[src/rtl/sff_pkg.sv]
package sff_pkg;

    typedef enum logic {
        EDGE_FALL = 1'b0,
        EDGE_RISE = 1'b1
    } edge_sel_e;

    // Map a raw line to "asserted" given whether it is active high.
    function automatic logic line_active(input logic raw, input logic active_high);
        return active_high ? raw : ~raw;
    endfunction

endpackage

[src/rtl/sff_edge_detect.sv]
module sff_edge_detect
    import sff_pkg::*;
#(
    parameter edge_sel_e CLK_EDGE = EDGE_RISE
) (
    input  logic gclk,
    input  logic rst_n,
    input  logic eclk_i,
    output logic edge_o
);
    localparam logic ACTIVE_LVL = (CLK_EDGE == EDGE_RISE);

    typedef struct packed {
        logic lvl;
    } edge_state_t;

    edge_state_t st_d, st_q;
    logic        cur_active;
    logic        prev_active;

    always_comb begin
        st_d        = st_q;
        st_d.lvl    = eclk_i;
        cur_active  = (eclk_i == ACTIVE_LVL);
        prev_active = (st_q.lvl == ACTIVE_LVL);
        edge_o      = cur_active && !prev_active;
    end

    always_ff @(posedge gclk or negedge rst_n) begin
        if (!rst_n) begin
            st_q.lvl <= ACTIVE_LVL;
        end else begin
            st_q <= st_d;
        end
    end

    AST_EDGE_SINGLE_CYCLE: assert property (@(posedge gclk) disable iff (!rst_n)
        edge_o |=> !edge_o) else $error("edge held longer than one cycle");

endmodule

[src/rtl/sff_hold_core.sv]
module sff_hold_core #(
    parameter int WIDTH = 8
) (
    input  logic             gclk,
    input  logic             rst_n,
    input  logic             edge_i,
    input  logic [WIDTH-1:0] d_i,
    input  logic [WIDTH-1:0] q_fb_i,
    output logic [WIDTH-1:0] base_o
);
    typedef struct packed {
        logic [WIDTH-1:0] d_prev;
        logic [WIDTH-1:0] q_prev;
    } core_state_t;

    core_state_t st_d, st_q;

    always_comb begin
        st_d        = st_q;
        st_d.d_prev = d_i;
        st_d.q_prev = q_fb_i;
        base_o      = edge_i ? st_q.d_prev : st_q.q_prev;
    end

    always_ff @(posedge gclk or negedge rst_n) begin
        if (!rst_n) begin
            st_q <= '0;
        end else begin
            st_q <= st_d;
        end
    end

endmodule

[src/rtl/sff_override.sv]
module sff_override
    import sff_pkg::*;
#(
    parameter int WIDTH           = 8,
    parameter bit SET_ACTIVE_HIGH = 1'b1,
    parameter bit CLR_ACTIVE_HIGH = 1'b1
) (
    input  logic [WIDTH-1:0] base_i,
    input  logic [WIDTH-1:0] set_i,
    input  logic [WIDTH-1:0] clr_i,
    output logic [WIDTH-1:0] q_o
);
    logic [WIDTH-1:0] force_hi;
    logic [WIDTH-1:0] force_lo;

    for (genvar b = 0; b < WIDTH; b++) begin : g_bit
        always_comb begin
            force_hi[b] = line_active(set_i[b], SET_ACTIVE_HIGH);
            force_lo[b] = line_active(clr_i[b], CLR_ACTIVE_HIGH);
            q_o[b]      = (base_i[b] | force_hi[b]) & ~force_lo[b];
        end
    end

endmodule

[src/rtl/sff_sampled_ff.sv]
module sff_sampled_ff
    import sff_pkg::*;
#(
    parameter int        WIDTH           = 8,
    parameter edge_sel_e CLK_EDGE        = EDGE_RISE,
    parameter bit        SET_ACTIVE_HIGH = 1'b1,
    parameter bit        CLR_ACTIVE_HIGH = 1'b1
) (
    input  logic             gclk,
    input  logic             rst_n,
    input  logic             eclk_i,
    input  logic [WIDTH-1:0] d_i,
    input  logic [WIDTH-1:0] set_i,
    input  logic [WIDTH-1:0] clr_i,
    output logic [WIDTH-1:0] q_o
);
    logic             edge_w;
    logic [WIDTH-1:0] base_w;

    sff_edge_detect #(.CLK_EDGE(CLK_EDGE)) u_edge (
        .gclk   (gclk),
        .rst_n  (rst_n),
        .eclk_i (eclk_i),
        .edge_o (edge_w)
    );

    sff_hold_core #(.WIDTH(WIDTH)) u_core (
        .gclk   (gclk),
        .rst_n  (rst_n),
        .edge_i (edge_w),
        .d_i    (d_i),
        .q_fb_i (q_o),
        .base_o (base_w)
    );

    sff_override #(
        .WIDTH           (WIDTH),
        .SET_ACTIVE_HIGH (SET_ACTIVE_HIGH),
        .CLR_ACTIVE_HIGH (CLR_ACTIVE_HIGH)
    ) u_ovr (
        .base_i (base_w),
        .set_i  (set_i),
        .clr_i  (clr_i),
        .q_o    (q_o)
    );

    // Port-level views used by the checks below.
    logic [WIDTH-1:0] set_act;
    logic [WIDTH-1:0] clr_act;
    logic             clk_act;
    logic             past_ok_q;

    always_comb begin
        set_act = SET_ACTIVE_HIGH ? set_i : ~set_i;
        clr_act = CLR_ACTIVE_HIGH ? clr_i : ~clr_i;
        clk_act = (CLK_EDGE == EDGE_RISE) ? eclk_i : ~eclk_i;
    end

    always_ff @(posedge gclk or negedge rst_n) begin
        if (!rst_n) past_ok_q <= 1'b0;
        else        past_ok_q <= 1'b1;
    end

    AST_CLR_WINS: assert property (@(posedge gclk) disable iff (!rst_n)
        (q_o & clr_act) == '0) else $error("cleared bit not low");

    AST_SET_FORCES: assert property (@(posedge gclk) disable iff (!rst_n)
        ((~q_o) & set_act & ~clr_act) == '0) else $error("set bit not high");

    AST_LOAD_ON_EDGE: assert property (@(posedge gclk) disable iff (!rst_n)
        (past_ok_q && clk_act && !$past(clk_act) && set_act == '0 && clr_act == '0)
        |-> (q_o == $past(d_i))) else $error("edge did not load data");

    AST_HOLD_NO_EDGE: assert property (@(posedge gclk) disable iff (!rst_n)
        (past_ok_q && !(clk_act && !$past(clk_act)) && set_act == '0 && clr_act == '0)
        |-> (q_o == $past(q_o))) else $error("output moved without edge");

endmodule

[config.mk]
export PLATFORM = sky130hd
export DESIGN_NAME = sff_sampled_ff
export DESIGN_NICKNAME = d
export VERILOG_FILES = /design/src/rtl/sff_pkg.sv /design/src/rtl/sff_edge_detect.sv /design/src/rtl/sff_hold_core.sv /design/src/rtl/sff_override.sv /design/src/rtl/sff_sampled_ff.sv
export SDC_FILE = /design/constraint.sdc
export NUM_CORES = 1
export LEC_CHECK = 0
export ABC_AREA = 1
export CAP_MARGIN = 40
export CORE_MARGIN = 2
export CORE_UTILIZATION = 31
export CTS_CLUSTER_DIAMETER = 150
export CTS_CLUSTER_SIZE = 8
export DETAILED_ROUTE_END_ITERATION = 12
export DONT_BUFFER_PORTS = 1
export PLACE_DENSITY = 0.45
export SYNTH_ARGS = -nofsm -noshare
export SYNTH_HDL_FRONTEND = slang
export SYNTH_SLANG_ARGS = --single-unit
export TNS_END_PERCENT = 10
[constraint.sdc]
create_clock -name gclk -period 2.55 [get_ports gclk]
set_input_delay 0.51 -clock gclk [delete_from_list [all_inputs] [get_ports gclk]]
set_output_delay 0.51 -clock gclk [all_outputs]
set_load 0.1 [all_outputs]
==> flow_summary.ini <==
[global_route]
grt_use_total_pct = 10.4
busiest_layer = met2
met3_usage_pct = 2.82
use_met2_pct = 15.8
overflow = 0
grt_max_degree = 18
use_met1_pct = 11.3
grt_first_pass_wirelength_mm = 1.94
grt_pass1_vias = 426
antenna_found_initial = 0

[power_and_ir_drop]
totalPowerFinal_w = 0.000567
cell_internal_pwr_w = 0.000377
pwr-share-comb_pct = 23.6
power_switching_w = 0.000190
max-vdd-ir-drop_mv = 0.284
p_per_area_nw_per_um2 = 665
sequentialPowerShare_pct = 51.4
power_leakage_nw = 0.426
switching_share_pct = 33.5
p_clk_share_pct = 25.1

[clock_tree]
htree_num_levels = 1
cts_root_buffer = clkbuf_4
postCtsSetupRepairBufs = 0
clkSlewWorstSetupHoldPaths_ps = 100
insertion_delay_ps = 280
cts_buffers = 3
clockBufferDepth = 2
cts.sinks = 17
cts_tree = built

[synthesis]
synth_top_area_share_pct = 53.9
yosys_warnings = 0
synth.yosys.seq_area_share_pct = 57.4
synth_nets = 104
ys_ff_latch = 17
synth_top_area_cell = dfrtp_1
async_flop_share_pct = 100
ys.flop_type = dfrtp_1
syn-cell-area_um2 = 743
synth_edf_count = 0
synth_cells = 77
synth_cell_types = 11
synth.avg_cell_area_um2 = 9.65
synthTopCellsByCount = dfrtp_1 (16), inv_1 (16), nor2_1 (16)
synth_top_cells_by_area = dfrtp_1 (54%), a21oi_2 (9.4%), inv_1 (8.1%), nor2_1 (8.1%), nand3_1 (4.0%)

[final_layout]
layout-drive-gt1-share_pct = 35.6
diodes = 0
fin_nets = 115
stdcell_area_um2 = 852
area_growth_pct = 14.6
fin_util_pct = 38.2

[die]
die_x_um = 53.0
core_um2 = 2230
row_count = 17
dieArea_um2 = 2810
die_h_um = 53.0
start_util_pct = 33.3
num_io_pins = 35

[placement]
dpl_cell_area_um2 = 816
gp_congestion = 0.640
dp_hpwl_um = 931
io_buffers = 0

[critical_path]
worstPathArrival_ps = 1570
worstPathRequired_ps = 2040
critical_path.startpoint_type = flop
endpoint_kind = output pin
cp_max_fo = 16
critPathKind = flop to output pin

[route]
final_antenna_net_count = 0
totalWireLength_mm = 1.30
drc = 0
vias = 493
drt_iter0_drc = 1
viasPerCell = 4.29
wire_per_inst_um = 11.3
drtPass1Iterations = 4

[run_status]
outcome = finished, final reports clean

[sta]
maxSlewViolCount = 0
fin_skew_ps = 1.94
fmax_ghz = 0.481
hold_viol = 0
tns_ps = 0
setup_viol = 0
period_minus_slack_ps = 2080
rsz0062_at_grt = no
period_share_pct = 81.6
tightest_slew_ps = 691
slew-limit-headroom_pct = 53.8

[hold_path]
hp-class = input pin to async pin

[flow_run]
drv_cap = 0
layout by cell type (no fill, tap or decap):
cell type	count
nor2_2	8
nand3_2	2
clkbuf_4	3
clkbuf_1	1
dfrtp_1	16
nor2_1	8
dfstp_2	1
nand3_1	6
inv_2	1
buf_4	8
inv_1	16
a21oi_2	8
dlygate4sd3_1	1
nand2_1	8
final cells by class:
cell class	instances	area [um2]
fill	240	1380
sequential	17	427
multi-input combinational	40	230
timing repair buffer	9	70.1
inverter	17	63.8
tap	28	35.0
clock buffer	4	26.3
registers in the layout, summed over array words and instances (netlist names):
signal and cells:
u_edge.prev_active 1, u_core.st_q 16
through the flow:
step | setup slack, ps | hold slack, ps | cells
global placement | 789 | 215 | 110
detailed placement | 774 | 215 | 110
finish | 470 | 52.1 | 115
floorplan | -170 | 214 | 77
CTS | 436 | 34.3 | 115
global route | 341 | 20.8 | 115
timing repair:
item                                   4_1_cts  5_1_grt
hold buffers                                 1        0
endpoints found under the hold margin       16        0
resized for setup                            0        0
routing by layer:
layer | share of wire, % | up-vias
met2 | 50 | 17
met1 | 41 | 221
li1 | - | 253
met3 | 8.2 | 2
met4 | 1.3 | 0
met5 | 0 | -
logic make-up (layout without fill, tap and decap cells):
kind of cell,count (synthesis),in the layout,synth area share [%]
and+or+nand+nor,32,32,18.9
buffers and inverters,20,30,14.3
AOI/OAI and AO/OA,8,8,9.43
DFF,17,17,57.4
worst max-delay path, stage by stage (launching register included):
cell     delay [ps]
dfstp_2         380
inv_2           260
nand3_1         130
nand2_1          80
nor2_1           50
nor2_2           90
buf_4           290
power groups by stage:
stage / Sequential, W / Clock (W) / Combinational, W
finish: 0.000291 / 0.000142 / 0.000134
floorplan: 0.000296 / 0 / 0.000116
CTS: 0.000291 / 0.000153 / 0.000136
global placement: 0.000297 / 0 / 0.000128
detailed placement: 0.000297 / 0 / 0.000129
global route: 0.000293 / 0.000168 / 0.000141
final timing paths:
kind	depth (start not counted)	slack (ps)	start	end
worst max-delay path	6	470	u_edge.prev_active$_DFF_PN1_	q_o[1]
worst min-delay path	0	50	rst_n	u_edge.prev_active$_DFF_PN1_
worst max register to register	6	1170	u_edge.prev_active$_DFF_PN1_	u_core.st_q[4]$_DFF_PN0_
worst min register to register	4	630	u_core.st_q[11]$_DFF_PN0_	u_core.st_q[3]$_DFF_PN0_
max in group asynchronous	1	1410	rst_n	u_core.st_q[1]$_DFF_PN0_
min in group gclk	0	210	eclk_i	u_edge.prev_active$_DFF_PN1_
Note: power is estimated with default switching activity, not from simulation.
